===== config.mk =====
export PLATFORM = sky130hd
export DESIGN_NAME = cbr_bridge
export DESIGN_NICKNAME = d
export VERILOG_FILES = /design/src/rtl/cbr_pkg.sv /design/src/rtl/cbr_decode.sv /design/src/rtl/cbr_regs.sv /design/src/rtl/cbr_seq.sv /design/src/rtl/cbr_bridge.sv
export SDC_FILE = /design/constraint.sdc
export NUM_CORES = 1
export LEC_CHECK = 0
export BUFFER_PORTS_ARGS = -buffer_cell sky130_fd_sc_hd__buf_2
export CAP_MARGIN = 20
export CORE_MARGIN = 2
export CORE_UTILIZATION = 55
export CTS_CLUSTER_DIAMETER = 120
export CTS_CLUSTER_SIZE = 12
export DETAILED_ROUTE_END_ITERATION = 7
export PLACE_DENSITY = 0.84
export SLEW_MARGIN = 20
export SYNTH_ARGS = -nofsm -noshare
export SYNTH_HDL_FRONTEND = slang
export SYNTH_SLANG_ARGS = --single-unit
export TNS_END_PERCENT = 1

===== constraint.sdc =====
create_clock -name clk -period 3.2 [get_ports clk]
set_input_delay 0.16 -clock clk [delete_from_list [all_inputs] [get_ports clk]]
set_output_delay 0.16 -clock clk [all_outputs]
set_load 0.02 [all_outputs]

===== src/rtl/cbr_pkg.sv =====
package cbr_pkg;

  localparam int CBR_ADDR_W    = 16;
  localparam int CBR_DATA_W    = 8;
  localparam int CBR_BLK_BYTES = 32;

  localparam logic [7:0] KEY_ENABLE   = 8'h84;
  localparam logic [7:0] KEY_DISABLE  = 8'hFE;
  localparam logic [7:0] STAT_MODE1   = 8'h89;
  localparam logic [7:0] STAT_MODE0   = 8'h80;
  localparam logic [7:0] STAT_NO_CART = 8'h40;
  localparam logic [7:0] FLAG_AT_RST  = 8'h44;
  localparam logic [7:0] FLAG_ON_SET  = 8'h04;

  typedef enum logic [2:0] {
    RG_NONE,
    RG_ENABLE,
    RG_BANK,
    RG_STATUS,
    RG_WINDOW
  } region_e;

  typedef enum logic [2:0] {
    S_IDLE,
    S_CFG_SINK,
    S_FILL_OUT,
    S_RD_REQ,
    S_RD_OUT,
    S_WR_IN,
    S_WR_REQ
  } seq_state_e;

  function automatic region_e region_of(input logic [3:0] nib);
    region_e r;
    case (nib)
      4'h8:                      r = RG_ENABLE;
      4'hA:                      r = RG_BANK;
      4'hB:                      r = RG_STATUS;
      4'hC, 4'hD, 4'hE, 4'hF:    r = RG_WINDOW;
      default:                   r = RG_NONE;
    endcase
    return r;
  endfunction

endpackage


===== src/rtl/cbr_decode.sv =====
module cbr_decode
  import cbr_pkg::*;
#(
  parameter int ADDR_W = CBR_ADDR_W,
  parameter int DATA_W = CBR_DATA_W,
  parameter int BEAT_W = 5
) (
  input  logic [ADDR_W-1:BEAT_W]   addr_i,
  input  logic                     en_i,
  input  logic                     present_i,
  input  logic                     mode_i,
  input  logic [1:0]               bank_i,
  input  logic [DATA_W-1:0]        flag_i,
  output region_e                  region_o,
  output logic [DATA_W-1:0]        fill_o,
  output logic [DATA_W-1:0]        head_o,
  output logic [ADDR_W-BEAT_W-1:0] base_o
);

  logic [DATA_W-1:0] status_byte;

  assign region_o = region_of(addr_i[ADDR_W-1:ADDR_W-4]);

  // Window base: bank selects a 16 KB page, address bits 13..BEAT_W the block.
  assign base_o = {bank_i, addr_i[ADDR_W-3:BEAT_W]};

  always_comb begin
    if (!present_i)   status_byte = STAT_NO_CART;
    else if (mode_i)  status_byte = STAT_MODE1;
    else              status_byte = STAT_MODE0;
  end

  always_comb begin
    case (region_o)
      RG_ENABLE: fill_o = en_i ? KEY_ENABLE : '0;
      RG_STATUS: fill_o = en_i ? status_byte : '0;
      default:   fill_o = '0;
    endcase
  end

  assign head_o = (region_o == RG_STATUS && en_i && present_i) ? (fill_o | flag_i) : fill_o;

endmodule


===== src/rtl/cbr_regs.sv =====
module cbr_regs
  import cbr_pkg::*;
#(
  parameter int DATA_W = CBR_DATA_W
) (
  input  logic              clk,
  input  logic              rst_n,
  input  logic              stat_clr_i,
  input  logic              cfg_we_i,
  input  region_e           cfg_region_i,
  input  logic [DATA_W-1:0] cfg_byte_i,
  output logic              en_o,
  output logic [1:0]        bank_o,
  output logic              mode_o,
  output logic [DATA_W-1:0] flag_o
);

  always_ff @(posedge clk) begin
    if (!rst_n) begin
      en_o   <= 1'b0;
      bank_o <= 2'd0;
      mode_o <= 1'b0;
      flag_o <= FLAG_AT_RST;
    end else begin
      if (stat_clr_i) flag_o <= '0;
      if (cfg_we_i) begin
        case (cfg_region_i)
          RG_ENABLE: begin
            if (cfg_byte_i == KEY_DISABLE)     en_o <= 1'b0;
            else if (cfg_byte_i == KEY_ENABLE) en_o <= 1'b1;
          end
          RG_BANK: if (en_o) bank_o <= cfg_byte_i[1:0];
          RG_STATUS: if (en_o) begin
            mode_o <= cfg_byte_i[0];
            flag_o <= FLAG_ON_SET;
          end
          default: ;
        endcase
      end
    end
  end

endmodule


===== src/rtl/cbr_seq.sv =====
module cbr_seq
  import cbr_pkg::*;
#(
  parameter int ADDR_W    = CBR_ADDR_W,
  parameter int DATA_W    = CBR_DATA_W,
  parameter int BLK_BYTES = CBR_BLK_BYTES,
  parameter int BEAT_W    = $clog2(BLK_BYTES)
) (
  input  logic                     clk,
  input  logic                     rst_n,
  input  logic                     cmd_valid_i,
  input  logic                     cmd_write_i,
  output logic                     cmd_ready_o,
  output logic                     busy_o,
  input  region_e                  region_i,
  input  logic [DATA_W-1:0]        fill_i,
  input  logic [DATA_W-1:0]        head_i,
  input  logic [ADDR_W-BEAT_W-1:0] base_i,
  input  logic                     en_i,
  input  logic                     wr_valid_i,
  output logic                     wr_ready_o,
  input  logic [DATA_W-1:0]        wr_data_i,
  output logic                     rd_valid_o,
  input  logic                     rd_ready_i,
  output logic [DATA_W-1:0]        rd_data_o,
  output logic                     cart_req_o,
  output logic                     cart_we_o,
  output logic [ADDR_W-1:0]        cart_addr_o,
  output logic [DATA_W-1:0]        cart_wdata_o,
  input  logic [DATA_W-1:0]        cart_rdata_i,
  input  logic                     cart_ack_i,
  output logic                     stat_clr_o,
  output logic                     cfg_we_o,
  output region_e                  cfg_region_o,
  output logic [DATA_W-1:0]        cfg_byte_o
);

  localparam logic [BEAT_W-1:0] LAST_BEAT = BEAT_W'(BLK_BYTES - 1);

  seq_state_e               state_q;
  region_e                  region_q;
  logic [DATA_W-1:0]        fill_q, head_q, hold_q;
  logic [ADDR_W-BEAT_W-1:0] base_q;
  logic [BEAT_W-1:0]        beat_q;
  logic                     last_beat, accept;

  assign last_beat   = (beat_q == LAST_BEAT);
  assign cmd_ready_o = (state_q == S_IDLE);
  assign busy_o      = (state_q != S_IDLE);
  assign accept      = cmd_valid_i && cmd_ready_o;

  assign wr_ready_o  = (state_q == S_CFG_SINK) || (state_q == S_WR_IN);
  assign rd_valid_o  = (state_q == S_FILL_OUT) || (state_q == S_RD_OUT);
  assign rd_data_o   = (state_q == S_FILL_OUT) ? ((beat_q == '0) ? head_q : fill_q) : hold_q;

  assign cart_req_o   = (state_q == S_RD_REQ) || (state_q == S_WR_REQ);
  assign cart_we_o    = (state_q == S_WR_REQ);
  assign cart_addr_o  = {base_q, beat_q};
  assign cart_wdata_o = hold_q;

  assign stat_clr_o   = accept && !cmd_write_i && (region_i == RG_STATUS) && en_i;
  assign cfg_we_o     = (state_q == S_CFG_SINK) && wr_valid_i && (beat_q == '0);
  assign cfg_region_o = region_q;
  assign cfg_byte_o   = wr_data_i;

  always_ff @(posedge clk) begin
    if (!rst_n) begin
      state_q  <= S_IDLE;
      region_q <= RG_NONE;
      fill_q   <= '0;
      head_q   <= '0;
      hold_q   <= '0;
      base_q   <= '0;
      beat_q   <= '0;
    end else begin
      case (state_q)
        S_IDLE: if (cmd_valid_i) begin
          region_q <= region_i;
          fill_q   <= fill_i;
          head_q   <= head_i;
          base_q   <= base_i;
          beat_q   <= '0;
          if (cmd_write_i)
            state_q <= (region_i == RG_WINDOW) ? S_WR_IN : S_CFG_SINK;
          else if (region_i == RG_WINDOW && en_i)
            state_q <= S_RD_REQ;
          else
            state_q <= S_FILL_OUT;
        end
        S_CFG_SINK: if (wr_valid_i) begin
          beat_q <= beat_q + BEAT_W'(1);
          if (last_beat) state_q <= S_IDLE;
        end
        S_FILL_OUT: if (rd_ready_i) begin
          beat_q <= beat_q + BEAT_W'(1);
          if (last_beat) state_q <= S_IDLE;
        end
        S_RD_REQ: if (cart_ack_i) begin
          hold_q  <= cart_rdata_i;
          state_q <= S_RD_OUT;
        end
        S_RD_OUT: if (rd_ready_i) begin
          beat_q  <= beat_q + BEAT_W'(1);
          state_q <= last_beat ? S_IDLE : S_RD_REQ;
        end
        S_WR_IN: if (wr_valid_i) begin
          hold_q  <= wr_data_i;
          state_q <= S_WR_REQ;
        end
        S_WR_REQ: if (cart_ack_i) begin
          beat_q  <= beat_q + BEAT_W'(1);
          state_q <= last_beat ? S_IDLE : S_WR_IN;
        end
        default: state_q <= S_IDLE;
      endcase
    end
  end

endmodule


===== src/rtl/cbr_bridge.sv =====
module cbr_bridge
  import cbr_pkg::*;
#(
  parameter int ADDR_W    = CBR_ADDR_W,
  parameter int DATA_W    = CBR_DATA_W,
  parameter int BLK_BYTES = CBR_BLK_BYTES
) (
  input  logic              clk,
  input  logic              rst_n,
  input  logic              cmd_valid,
  output logic              cmd_ready,
  input  logic [ADDR_W-1:0] cmd_addr,
  input  logic              cmd_write,
  input  logic              wr_valid,
  output logic              wr_ready,
  input  logic [DATA_W-1:0] wr_data,
  output logic              rd_valid,
  input  logic              rd_ready,
  output logic [DATA_W-1:0] rd_data,
  output logic              busy,
  input  logic              cart_present,
  output logic              cart_req,
  output logic              cart_we,
  output logic [ADDR_W-1:0] cart_addr,
  output logic [DATA_W-1:0] cart_wdata,
  input  logic [DATA_W-1:0] cart_rdata,
  input  logic              cart_ack
);

  localparam int BEAT_W = $clog2(BLK_BYTES);

  region_e                  region_w, cfg_region_w;
  logic [DATA_W-1:0]        fill_w, head_w, flag_w, cfg_byte_w;
  logic [ADDR_W-BEAT_W-1:0] base_w;
  logic                     en_w, mode_w, stat_clr_w, cfg_we_w;
  logic [1:0]               bank_w;
  logic                     unused_low;

  // Block alignment: the low address bits never reach the decoder.
  assign unused_low = ^cmd_addr[BEAT_W-1:0];

  cbr_decode #(.ADDR_W(ADDR_W), .DATA_W(DATA_W), .BEAT_W(BEAT_W)) u_decode (
    .addr_i    (cmd_addr[ADDR_W-1:BEAT_W]),
    .en_i      (en_w),
    .present_i (cart_present),
    .mode_i    (mode_w),
    .bank_i    (bank_w),
    .flag_i    (flag_w),
    .region_o  (region_w),
    .fill_o    (fill_w),
    .head_o    (head_w),
    .base_o    (base_w)
  );

  cbr_regs #(.DATA_W(DATA_W)) u_regs (
    .clk          (clk),
    .rst_n        (rst_n),
    .stat_clr_i   (stat_clr_w),
    .cfg_we_i     (cfg_we_w),
    .cfg_region_i (cfg_region_w),
    .cfg_byte_i   (cfg_byte_w),
    .en_o         (en_w),
    .bank_o       (bank_w),
    .mode_o       (mode_w),
    .flag_o       (flag_w)
  );

  cbr_seq #(.ADDR_W(ADDR_W), .DATA_W(DATA_W), .BLK_BYTES(BLK_BYTES), .BEAT_W(BEAT_W)) u_seq (
    .clk          (clk),
    .rst_n        (rst_n),
    .cmd_valid_i  (cmd_valid),
    .cmd_write_i  (cmd_write),
    .cmd_ready_o  (cmd_ready),
    .busy_o       (busy),
    .region_i     (region_w),
    .fill_i       (fill_w),
    .head_i       (head_w),
    .base_i       (base_w),
    .en_i         (en_w),
    .wr_valid_i   (wr_valid),
    .wr_ready_o   (wr_ready),
    .wr_data_i    (wr_data),
    .rd_valid_o   (rd_valid),
    .rd_ready_i   (rd_ready),
    .rd_data_o    (rd_data),
    .cart_req_o   (cart_req),
    .cart_we_o    (cart_we),
    .cart_addr_o  (cart_addr),
    .cart_wdata_o (cart_wdata),
    .cart_rdata_i (cart_rdata),
    .cart_ack_i   (cart_ack),
    .stat_clr_o   (stat_clr_w),
    .cfg_we_o     (cfg_we_w),
    .cfg_region_o (cfg_region_w),
    .cfg_byte_o   (cfg_byte_w)
  );

endmodule


After elaboration in Yosys (flattened, before gate mapping)
Index checks and enable logic that the tools add are counted.

operators by class
  add/subtract/negate cells = 1
  equal/unequal tests = 30
  multiplexer cells = 37
  bitwise logic cells = 1
  reductions and logical operators = 28

operators by type and width
  cell                                                    number
  two-way mux 8 bit                                       12
  two-way mux 3 bit                                       11
  one-hot mux 8 bit (2 select lines)                      2
  equality test 4 bit (second input constant)             7
  one-hot mux 3 bit (7 select lines)                      1
  two-way mux 5 bit                                       4
  one-hot mux 5 bit (4 select lines)                      1
  equality test 8 bit (second input constant)             2
  equality test 3 x 2 -> 1 bit (second input constant)    5
  equality test 3 bit (second input constant)             4
  inequality test 2 bit (second input constant)           6
  one-hot mux 3 bit (4 select lines)                      1
  AND reduction 3 bit                                     4
  equality test 3 x 1 -> 1 bit (second input constant)    3
  logical AND 1 bit                                       9
  bitwise OR 8 bit                                        1
  AND reduction 7 bit                                     1
  adder 5 x 1 -> 5 bit (second input constant)            1
  equality test 5 bit (second input constant)             1
  logical NOT 5 bit                                       1
  AND reduction 5 bit                                     1
  two-way mux 4 bit                                       1
  inequality test 2 x 1 -> 1 bit (second input constant)  2
  nonzero test 2 bit                                      2
  other kinds (10)                                        14

storage, ports and cells
  input bits = 40
  output and inout port bits = 38
  bits in registers = 58

Depth between registers and ports, before layout
Gate-level depths: netlist of run 1.

  depth in word-level cells = 10
  gate-level depth with buffers = 7
  depth with buffers taken out = 7

By module
From an unflattened synthesis of run 1, not the netlist that was laid out.

unflattened totals
  cells, all modules = 386
  area, all modules = 3100.5 um^2

modules (own cells, without submodules)
  module      area each (um^2)  cells each  times used
  cbr_seq     2341.0            300         1
  cbr_regs    445.4             40          1
  cbr_decode  314.1             46          1

Worst setup path after synthesis of run 1
OpenSTA, ideal clock, no wires.

  path kind = reg2reg
  from = reg u_seq.beat_q[1]
  to = reg u_seq.state_q[1]
  cell stages (with the launch flop) = 8
  setup slack = 0.962 ns
  clock period less this slack = 2.238 ns
  arrival = 2.168 ns
  setup time = 0.070 ns
  buffers on the path = 0
  data required time = 3.130 ns
  cell sequence = dfxtp_1 > ha_1 > and3_2 > ha_1 > mux2i_1 > mux4_2 > or4_1 > a21oi_1

on the way
  cells in the longest elaborated chain, start to end = 4

ends and longest elaborated chain
  what                                                           line            RTL
  from (decl)                                                    cbr_seq.sv:44   logic [BEAT_W-1:0] beat_q;
  from (signal assigned)                                         cbr_seq.sv:91   beat_q <= beat_q + BEAT_W'(1);
  from (signal assigned)                                         cbr_seq.sv:95   beat_q <= beat_q + BEAT_W'(1);
  from (signal assigned)                                         cbr_seq.sv:103  beat_q <= beat_q + BEAT_W'(1);
  equality test 5 bit (*)                                        cbr_seq.sv:47   assign last_beat = (beat_q == LAST_BEAT);
  two-way mux 2 bit / two-way mux 3 bit (equally long branches)  n/a
  two-way mux 3 bit, on equally long branches                    n/a
  one-hot mux 3 bit (7 select lines) (*)                         cbr_seq.sv:76   case (state_q)
  to (signal assigned)                                           cbr_seq.sv:84   state_q <= (region_i == RG_WINDOW) ? S_WR_IN : S_CFG_SINK;
  to (signal assigned)                                           cbr_seq.sv:104  state_q <= last_beat ? S_IDLE : S_RD_REQ;
  to (signal assigned)                                           cbr_seq.sv:112  state_q <= last_beat ? S_IDLE : S_WR_IN;
  to (decl)                                                      cbr_seq.sv:40   seq_state_e state_q;

Every way passes the cells marked *; elsewhere a longest branch is shown, timed or not. The select of a mux whose other input is x is not followed.
A chain may end at the register's enable or synchronous reset.

Final worst setup path of run 1
  from = reg u_seq.state_q[0]
  to = out rd_data[1]

on the way
  cells in the longest elaborated chain, start to end = 2

ends and longest elaborated chain
  what                          line              RTL
  equality test 3 x 2 -> 1 bit  cbr_seq.sv:54     assign rd_data_o = (state_q == S_FILL_OUT) ? ((beat_q == '0) ? head_q : fill_q) : hold_q;
  two-way mux 8 bit             cbr_seq.sv:54
  to (decl)                     cbr_bridge.sv:19  output logic [DATA_W-1:0] rd_data,

No other way between the ends.

==> results of run 1 <==
-- state kept, by name, indices dropped and copies added, names as in the netlist --
| register | cells |
|---|---|
| u_regs.bank_o | 2 |
| u_regs.en_o | 1 |
| u_regs.flag_o | 7 |
| u_regs.mode_o | 1 |
| u_seq.base_q | 11 |
| u_seq.beat_q | 5 |
| u_seq.cart_wdata_o | 8 |
| u_seq.cfg_region_o | 3 |
| u_seq.fill_q | 4 |
| u_seq.head_q | 8 |
| u_seq.state_q | 3 |
-- metal layers --
layer	track usage	part of all wire	routed length (um)
met2	0.408	0.49	3230
met3	0.0466	0.064	418
met5	0	0	0
met1	0.322	0.42	2740
met4	0.111	0.027	174
-- worst max-delay path by stage --
stage	startpoint	to	slack, ns	depth (start not counted)
after floorplan	u_seq.beat_q[1]$_SDFFE_PN0P_	u_seq.state_q[1]$_SDFFE_PN0P_	0.96	7
after global placement	u_seq.beat_q[1]$_SDFFE_PN0P_	u_seq.state_q[1]$_SDFFE_PN0P_	0.99	7
after detailed placement	u_seq.beat_q[1]$_SDFFE_PN0P_	u_seq.state_q[1]$_SDFFE_PN0P_	0.93	7
after CTS	u_seq.state_q[0]$_SDFFE_PN0P_	rd_data[1]	0.79	5
after global routing	u_seq.state_q[0]$_SDFFE_PN0P_	rd_data[5]	0.61	5
final	u_seq.state_q[0]$_SDFFE_PN0P_	rd_data[1]	0.80	5
-- worst max-delay path, cell delays in order (launching register included) --
cell and delay [ns]:
dfxtp_1 0.82, nor2_1 0.16, nand2_1 0.42, nor2_1 0.15, a22o_1 0.21, buf_2 0.16
-- area by class of cell --
cell class / count / area share
inverters: 9 / 0.0108
clock buffers: 5 / 0.0220
multi-input cells: 235 / 0.470
well taps: 54 / 0.0216
repair buffers: 77 / 0.127
clock inverters: 3 / 0.00842
flip-flops and latches: 53 / 0.340
-- synthesized netlist by cell type, types with 2 or more instances --
cell	count	area share
mux2i_1	14	0.053
o21ai_0	9	0.017
nor3b_1	3	0.0085
o211ai_1	2	0.0057
nor4b_1	4	0.013
buf_2	7	0.013
nand4b_1	2	0.0066
nand4_1	6	0.014
o2111ai_1	2	0.0066
a211oi_1	8	0.023
nand3_1	10	0.019
o31ai_1	3	0.0085
a22o_1	4	0.013
nor2b_1	4	0.0094
nor4_1	2	0.0047
or4_1	2	0.0057
xnor2_1	3	0.0099
a22oi_1	2	0.0057
a31oi_1	3	0.0071
nor2_1	24	0.034
o21ai_1	3	0.0057
and4_1	2	0.0066
nand2b_1	3	0.0071
and3_1	5	0.012
a311oi_1	2	0.0066
a21oi_1	32	0.060
or3_1	2	0.0047
inv_1	9	0.013
a32o_1	2	0.0076
ha_1	3	0.014
nand2_1	51	0.072
nand3b_1	3	0.0085
nor4_4	2	0.016
dfxtp_1	53	0.40
clkbuf_1	10	0.014
-- report_power, final --
part | switching [mW] | internal, mW
clock | 0.246 | 0.163
combinational | 0.513 | 0.297
sequential | 0.0834 | 0.713
total | 0.843 | 1.17
-- cells by family after synthesis --
group,synth area share
simple gates,0.280
compound gates,0.185
buf+inv,0.0486
mux,0.0614
flops,0.400
fa+ha+maj,0.0142
xor+xnor,0.00992
-- per-stage QoR --
stage / power (mW) / hold WS (ns)
after floorplan: 1.41 / 0.296
after global placement: 1.59 / 0.400
after detailed placement: 1.61 / 0.411
after CTS: 2.02 / 0.0569
after global routing: 2.13 / 0.0614
final: 2.02 / 0.0596
==> impl_metrics.csv, run 1 <==
group,metric,value,unit
placed_design,placed_cell_area,3030,sq um
sta,fin_crit_sh,0.750,
layout,fin_area,3120,sq um
clock_tree,insertion_delay,0.32,ns
global_route,grt_pass1_wl,10.5,mm
yosys,syn_area,2650,sq um
sta,fin_tns_setup,0,ns
setup_path,r2r.worst_path.cells,7,
clock_tree,htreeDepth,2,
worst_hold_path,min_to,"u_seq.base_q[5]$_SDFFE_PN0P_",
clock_tree,ctsHoldBuffers,0,
power,p_leak,1.33,nW
sta,setup_viol,0,
run_status,outcome,"completed",
clock_tree,cts_resized,0,
layout,nFillCells,390,
layout,final_common_cell,"buf_2",
clock_tree,cts_setup_buffers,0,
route,via_count,2554,
die,pin_count,78,
layout,nets,424,
layout,layout_common_cells,"72 x buf_2, 53 x dfxtp_1, 51 x nand2_1",
setup_path,cp.required,3.04,ns
route,routed_via_density,5.86,
die,coreArea,4690,sq um
global_route,grt_start_max_net_pins,33,
sta,worst_slack,0.800,ns
worst_hold_path,hp-start,"cmd_addr[10]",
setup_path,rr_startpoint,"u_seq.beat_q[0]$_SDFFE_PN0P_",
setup_path,startpoint_type,"register",
clock_tree,path_clk_slew,0.11,ns
yosys,yosysWarnings,0,
die,die_x,73.4,um
clock_tree,clockBufferDepth,2,
setup_path,cp.arrival,2.24,ns
yosys,synth_edf_count,0,
route,drt_iter0_drc,142,
sta,max_freq,417,MHz
placed_design,port_buffers,72,
sta,min_period,2.40,ns
route,antenna_left,0,
yosys,ys.flop_type,"dfxtp_1",
sta,hold_violations,0,
power,peakVddDrop,0.356,mV
sta,grt_setup_unrepaired,"false",
route,drt-wirelength-per-cell,15.0,um
placed_design,place_congestion,0.869,
placed_design,preCtsSetupSlack,0.927,ns
clock_tree,cts_tree,"done",
worst_hold_path,hp-class,"primary input to register",
route,wirelength,6.56,mm
yosys,syn-num-nets,360,
layout,regArea,1060,sq um
setup_path,path_max_fanout,24,
yosys,ys_types,56,
setup_path,worstSetupPathType,"register to primary output",
die,dieArea,5390,sq um
die,initial_core_util,0.565,
setup_path,cp-end-kind,"primary output",
setup_path,r2r_end,"u_seq.state_q[1]$_SDFFE_PN0P_",
sta,relSlewSlack,0.498,
sta,finalMaxSlewViolations,0,
die,chipHeight,73.4,um
yosys,synth_seq_area_share,0.400,
flow_run,drv_cap,0,
power,powerDensity,646,nW/um^2
yosys,synthArstFlopShare,0,
layout,area_growth,17.8,%
sta,worst_slew_pin_slew,0.752,ns
sta,fin_skew,0.0121,ns
global_route,grt.overflow.total,0,
die,num_rows,25,
global_route,grt_pass1_vias,2272,
clock_tree,clock-root-buffer,"clkbuf_8",
layout,layout-drive-gt1-share,0.251,
clock_tree,cts_sinks,53,
yosys,synthCells,317,
yosys,synth_area_per_cell,8.36,sq um
route,drc,0,
setup_path,r2r_slack,0.88,ns
worst_hold_path,hold_depth,3,
placed_design,placed_cells,428,
layout,multi_input_comb_area,1470,sq um
route,drt-pass1-iter-count,4,
global_route,track_usage,0.250,
layout,layout.cells.non_filler,436,
clock_tree,cts_buffers,5,
placed_design,dp_hpwl,4.82,mm
layout,n_antenna_cell,0,
yosys,synth-seq-cells,53,
global_route,antenna_found_initial,0,
layout,utilization,0.665,
Note: power is estimated with default switching activity, not from simulation.
==> run 2: changes to the inputs <==
--- a/config.mk
+++ b/config.mk
@@ -8,11 +8,11 @@
 export BUFFER_PORTS_ARGS = -buffer_cell sky130_fd_sc_hd__buf_2
 export CAP_MARGIN = 20
 export CORE_MARGIN = 2
-export CORE_UTILIZATION = 55
+export CORE_UTILIZATION = 51
 export CTS_CLUSTER_DIAMETER = 120
 export CTS_CLUSTER_SIZE = 12
 export DETAILED_ROUTE_END_ITERATION = 7
-export PLACE_DENSITY = 0.84
+export PLACE_DENSITY = 0.79
 export SLEW_MARGIN = 20
 export SYNTH_ARGS = -nofsm -noshare
 export SYNTH_HDL_FRONTEND = slang
==> constraint.sdc (replaced) <==
create_clock -name clk -period 2.45 [get_ports clk]
set_input_delay 0.1225 -clock clk [delete_from_list [all_inputs] [get_ports clk]]
set_output_delay 0.1225 -clock clk [all_outputs]
set_load 0.02 [all_outputs]
==> run 2 against run 1 <==
  * Global-route usage is 1.9 points lower
  * Sequential power is 27% higher
  * Register-to-register slack worse by 0.71 ns
  * Critical path depth is 1 lower
  * Combinational power is 39% higher
  * Power is 36% higher
  * Worst setup slack worse by 0.64 ns
  * Design area is 1.9% higher
  * Core utilization is 3.8 points lower
==> impl_metrics.csv, run 2 (synthesis gave the netlist of run 1 again) <==
group,metric,value,unit
die,coreArea,5070,sq um
route,routed_via_density,5.60,
layout,nFillCells,460,
power,p_leak,1.35,nW
sta,finalMaxSlewViolations,0,
power,p_switching,1.09,mW
global_route,antenna_found_initial,0,
die,chipHeight,76.1,um
clock_tree,cts_sinks,53,
layout,final_common_cell,"buf_2",
sta,setup_viol,0,
die,dieArea,5790,sq um
die,die_x,76.1,um
worst_hold_path,hold_depth,3,
layout,layout-drive-gt1-share,0.257,
route,drc,0,
global_route,grt_start_max_net_pins,39,
sta,worst_slew_pin_slew,0.665,ns
sta,min_period,2.29,ns
route,antenna_left,0,
sta,hold_violations,0,
route,drt_iter0_drc,124,
clock_tree,ctsHoldBuffers,0,
placed_design,dp_hpwl,4.99,mm
die,num_rows,26,
setup_path,r2r.worst_path.cells,7,
route,via_count,2547,
placed_design,port_buffers,72,
power,peakVddDrop,0.463,mV
clock_tree,htreeDepth,2,
setup_path,cp.required,2.33,ns
die,initial_core_util,0.522,
layout,utilization,0.627,
layout,regArea,1060,sq um
clock_tree,cts_resized,0,
global_route,grt_pass1_wl,10.9,mm
power,p_seq_frac,0.366,
layout,largest_reg_flops,11,
power,pwr-share-comb,0.411,
sta,fin_skew,0.00708,ns
global_route,grt_pass1_vias,2295,
power,internal_power,1.65,mW
clock_tree,cts_tree,"done",
layout,area_growth,20.1,%
route,drt-pass1-iter-count,4,
clock_tree,cts_buffers,5,
die,pin_count,78,
clock_tree,cts_setup_buffers,0,
sta,max_freq,437,MHz
sta,fin_tns_setup,0,ns
layout,layout_common_cells,"72 x buf_2, 53 x dfxtp_1, 51 x nand2_1",
setup_path,startpoint_type,"register",
setup_path,cp.arrival,2.17,ns
worst_hold_path,hp-class,"primary input to register",
run_status,outcome,"completed",
clock_tree,insertion_delay,0.31,ns
global_route,grt.overflow.total,0,
clock_tree,path_clk_slew,0.10,ns
setup_path,path_max_fanout,22,
placed_design,place_congestion,0.873,
route,wirelength,6.74,mm
power,powerDensity,863,nW/um^2
layout,n_antenna_cell,0,
sta,grt_setup_unrepaired,"false",
layout,multi_input_comb_area,1470,sq um
layout,nets,427,
power,switching_share,0.397,
setup_path,worstSetupPathType,"register to primary output",
clock_tree,clock-root-buffer,"clkbuf_8",
clock_tree,clockBufferDepth,2,
sta,relSlewSlack,0.556,
layout,largest_register,"u_seq.base_q",
sta,fin_crit_sh,0.935,
global_route,track_usage,0.231,
route,drt-wirelength-per-cell,14.8,um
setup_path,cp-end-kind,"primary output",
flow_run,drv_cap,0,
power,power_frac_clock,0.223,
## run 2: cell types whose count changed in the layout (fill, tap and decap cells not counted)
| cell | previous run | this run |
|---|---|---|
| buf_4 | 5 | 8 |
| inv_6 | 3 | 1 |
| clkinv_2 | 0 | 1 |
| bufinv_16 | 0 | 1 |
## run 2: critical path, stage by stage (launching register included)
cell and delay (ns):
dfxtp_1 0.76, nand2_1 0.48, nor2_1 0.30, a22o_1 0.16
buf_2 0.16
## run 2: metal layers
layer / share of wire / vias up / GRT usage
met4: 0.0093 / 0 / 0.0600
li1: - / 1275 / -
met3: 0.054 / 5 / 0.0391
met5: 0 / - / 0
met2: 0.49 / 74 / 0.391
met1: 0.45 / 1193 / 0.308
## run 2: cell type report
cell class	instances	area share
sequential	53	0.333
timing repair buffer	80	0.132
tap	70	0.0275
multi-input combinational	235	0.461
clock buffer	5	0.0216
clock inverter	3	0.0138
inverter	9	0.0106
## run 2: metrics by stage
step	worst slack (ns)	power, mW	area [sq um]	cells	hold slack [ns]
2_1_floorplan	0.212	1.84	2650	317	0.259
3_3_place_gp	0.261	2.12	3070	447	0.363
3_5_place_dp	0.203	2.14	3070	447	0.373
4_1_cts	0.180	2.74	3180	455	0.0327
5_1_grt	0.0121	2.90	3180	455	0.0386
6_report	0.160	2.75	3180	455	0.0326
## run 2: final timing paths
| check | startpoint | endpoint | slack (ns) |
|---|---|---|---|
| setup / recovery | u_seq.state_q[1]$_SDFFE_PN0P_ | rd_data[5] | 0.16 |
| hold / removal | cmd_addr[6] | u_seq.base_q[1]$_SDFFE_PN0P_ | 0.03 |
| hold reg to reg | u_regs.bank_o[1]$_SDFFE_PN0P_ | u_seq.base_q[10]$_SDFFE_PN0P_ | 0.45 |
| setup reg to reg | u_seq.beat_q[1]$_SDFFE_PN0P_ | u_seq.state_q[1]$_SDFFE_PN0P_ | 0.17 |
## run 2: power groups by stage
stage,sequential (mW),clock (mW),combinational (mW)
floorplan,1.06,0,0.776
global placement,1.02,0,1.10
detailed placement,1.03,0,1.12
CTS,1.00,0.618,1.12
global route,1.02,0.647,1.24
finish,1.01,0.612,1.13
==> run 3: changes to the inputs <==
--- a/config.mk
+++ b/config.mk
@@ -5,14 +5,15 @@
 export SDC_FILE = /design/constraint.sdc
 export NUM_CORES = 1
 export LEC_CHECK = 0
+export ABC_AREA = 1
 export BUFFER_PORTS_ARGS = -buffer_cell sky130_fd_sc_hd__buf_2
 export CAP_MARGIN = 20
 export CORE_MARGIN = 2
-export CORE_UTILIZATION = 51
+export CORE_UTILIZATION = 25
 export CTS_CLUSTER_DIAMETER = 120
 export CTS_CLUSTER_SIZE = 12
 export DETAILED_ROUTE_END_ITERATION = 7
-export PLACE_DENSITY = 0.79
+export PLACE_DENSITY = 0.44
 export SLEW_MARGIN = 20
 export SYNTH_ARGS = -nofsm -noshare
 export SYNTH_HDL_FRONTEND = slang
==> constraint.sdc (replaced) <==
create_clock -name clk -period 2.2 [get_ports clk]
set_input_delay 0.11 -clock clk [delete_from_list [all_inputs] [get_ports clk]]
set_output_delay 0.11 -clock clk [all_outputs]
set_load 0.02 [all_outputs]
==> run 3 against run 2 <==
  * Synthesized cell count is 26% higher
  * Global-route usage down 10 points
  * Power increased by 40%
  * Flip-flop and latch count unchanged
  * Non-clock buffer count fell by 2
  * Clock power increased by 28%
  * Core utilization down 32 points
  * Critical endpoint is now rd_data[0]
==> impl_metrics.csv, run 3 <==
group,metric,value,unit
global_route,grt.overflow.total,0,
yosys,syn-num-nets,444,
yosys,synth_edf_count,0,
setup_path,startpoint_type,"register",
yosys,synth_top_area_cell,"dfxtp_1",
global_route,track_usage,0.130,
die,chipHeight,111,um
yosys,synth_seq_area_share,0.372,
power,powerDensity,1110,nW/um^2
setup_path,rr_startpoint,"u_seq.state_q[2]$_SDFFE_PN0P_",
route,drc,0,
route,drt_iter0_drc,127,
sta,relSlewSlack,0.549,
yosys,synth_area_per_cell,7.12,sq um
setup_path,cp_num_buf_inv,3,
placed_design,dp_hpwl,6.14,mm
yosys,yosys.area.top_type_share,0.372,
route,drt-pass1-iter-count,5,
die,dieArea,12300,sq um
layout,largest_reg_flops,11,
yosys,yosysMostFrequentCell,"nand2_1",
yosys,synth-seq-cells,53,
placed_design,placed_cells,606,
die,coreArea,11300,sq um
clock_tree,htreeDepth,2,
sta,max_freq,489,MHz
clock_tree,cts_sinks,53,
layout,area_growth,21.8,%
setup_path,r2r_slack,0.40,ns
placed_design,port_buffers,72,
placed_design,place_congestion,0.788,
setup_path,r2r.worst_path.cells,5,
route,wirelength,7.96,mm
setup_path,crit_chain,"inv_4, nand2_1, nor2_4, buf_4, o211ai_1, buf_2",
die,die_x,111,um
setup_path,cp-end-kind,"primary output",
yosys,synthCells,401,
setup_path,crit_path_end,"rd_data[0]",
setup_path,startpoint,"u_seq.state_q[2]$_SDFFE_PN0P_",
setup_path,r2r_end,"u_seq.cfg_region_o[0]$_SDFFE_PN0P_",
route,antenna_left,0,
run_status,outcome,"completed",
clock_tree,ctsHoldBuffers,0,
global_route,grt_start_max_net_pins,29,
flow_run,drv_cap,0,
sta,fin_tns_setup,0,ns
sta,fin_crit_sh,0.929,
setup_path,cp.required,2.09,ns
power,p_leak,1.56,nW
setup_path,worstSetupPathType,"register to primary output",
setup_path,crit_slowest_cell,"dfxtp_1",
die,pin_count,78,
yosys,synth_area_leaders,"dfxtp_1 37%, nand2_1 12%, a21oi_1 6.3%",
setup_path,cp_top_family,"flip-flops",
clock_tree,clockBufferDepth,2,
yosys,syn_area,2850,sq um
sta,hold_violations,0,
clock_tree,insertion_delay,0.29,ns
sta,min_period,2.04,ns
layout,layout.cells.non_filler,614,
clock_tree,cts_tree,"done",
setup_path,cp.arrival,1.93,ns
yosys,synthArstFlopShare,0,
layout,layout_common_cells,"95 x nand2_1, 72 x buf_2, 53 x dfxtp_1",
global_route,antenna_found_initial,0,
clock_tree,path_clk_slew,0.07,ns
layout,nets,513,
clock_tree,cts_setup_buffers,0,
layout,nFillCells,1256,
global_route,grt_pass1_vias,2581,
sta,worst_slew_pin_slew,0.676,ns
die,initial_core_util,0.253,
die,num_rows,39,
setup_path,path_max_fanout,9,
layout,final_common_cell,"nand2_1",
yosys,yosysWarnings,0,
layout,largest_register,"u_seq.base_q",
clock_tree,clock-root-buffer,"clkbuf_16",
sta,finalMaxSlewViolations,0,
yosys,ys.flop_type,"dfxtp_1",
clock_tree,cts_resized,0,
sta,setup_viol,0,
route,drt-wirelength-per-cell,13.0,um
sta,fin_skew,0.00316,ns
route,via_count,2741,
layout,layout-drive-gt1-share,0.265,
route,routed_via_density,4.46,
setup_path,cp.depth,6,
sta,grt_setup_unrepaired,"false",
layout,n_antenna_cell,0,
global_route,grt_pass1_wl,13.2,mm
setup_path,slowest_delay,0.76,ns
power,peakVddDrop,0.380,mV
yosys,synthTopCellsByCount,"95 x nand2_1, 53 x dfxtp_1, 44 x inv_1",
yosys,ys_types,36,
worst_hold_path,hp-class,"primary input to register",
clock_tree,cts_buffers,5,
run 3: changes by cell type after synthesis, moves of 10 or more:
cell     before  now
o21ai_0       9   31
nand3_1      10   20
nand2_1      51   95
mux2i_1      14    0
inv_1         9   44
run 3: layer usage:
metal	vias to the layer above	global-route usage	routed length, um
met5	-	0	0
met4	0	0.0225	58
met3	6	0.0279	366
met2	71	0.207	3520
met1	1219	0.184	4020
li1	1445	-	-
run 3: stage by stage:
| step | setup slack [ns] | area [sq um] | utilization | hold slack, ns | total power, mW |
|---|---|---|---|---|---|
| global placement | 0.409 | 3330 | 0.295 | 0.361 | 3.08 |
| finish | 0.156 | 3480 | 0.308 | 0.0632 | 3.85 |
| CTS | 0.124 | 3470 | 0.308 | 0.0530 | 3.89 |
| detailed placement | 0.378 | 3330 | 0.295 | 0.367 | 3.10 |
| floorplan | 0.580 | 2850 | - | 0.245 | 2.67 |
| global route | 0.0522 | 3480 | 0.308 | 0.0570 | 4.15 |
run 3: cell families after synthesis:
kind of cell,after synthesis,share of synthesized area
simple gates,189,0.338
fa+ha+maj,3,0.0132
compound gates,86,0.161
buf+inv,68,0.110
xor+xnor,2,0.00614
flops,53,0.372
run 3: final cells by class:
cell class                      count  area (sq um)  share of cell area
Timing Repair Buffer               78           405               0.117
Clock inverter                      2          15.0             0.00432
Clock buffer                        6           129              0.0371
Multi-Input combinational cell    280          1490               0.428
Tap cell                          143           179              0.0515
Sequential cell                    53          1060               0.305
Inverter                           52           200              0.0576
run 3: power breakdown:
part / total (mW) / switching (mW) / internal [mW]
clock: 0.781 / 0.358 / 0.423
combinational: 1.86 / 1.28 / 0.579
sequential: 1.21 / 0.126 / 1.09
run 3: worst min-delay path by stage:
stage	end	cells past startpoint	slack [ns]	startpoint
6_report	u_seq.base_q[5]$_SDFFE_PN0P_	3	0.06	cmd_addr[10]
4_1_cts	u_seq.base_q[5]$_SDFFE_PN0P_	3	0.05	cmd_addr[10]
3_5_place_dp	u_seq.base_q[6]$_SDFFE_PN0P_	3	0.37	cmd_addr[11]
5_1_grt	u_seq.base_q[2]$_SDFFE_PN0P_	3	0.06	cmd_addr[7]
3_3_place_gp	u_seq.base_q[6]$_SDFFE_PN0P_	3	0.36	cmd_addr[11]
2_1_floorplan	u_regs.mode_o$_SDFFE_PN0P_	2	0.24	wr_data[0]
run 3: worst register-to-register path: cells and delay by family, from the launching register on:
kind                   cells  cell delay, ns
buffers and inverters      1            0.31
AOI/OAI and AO/OA          2            0.29
DFF                        1            0.76
and+or+nand+nor            2            0.33
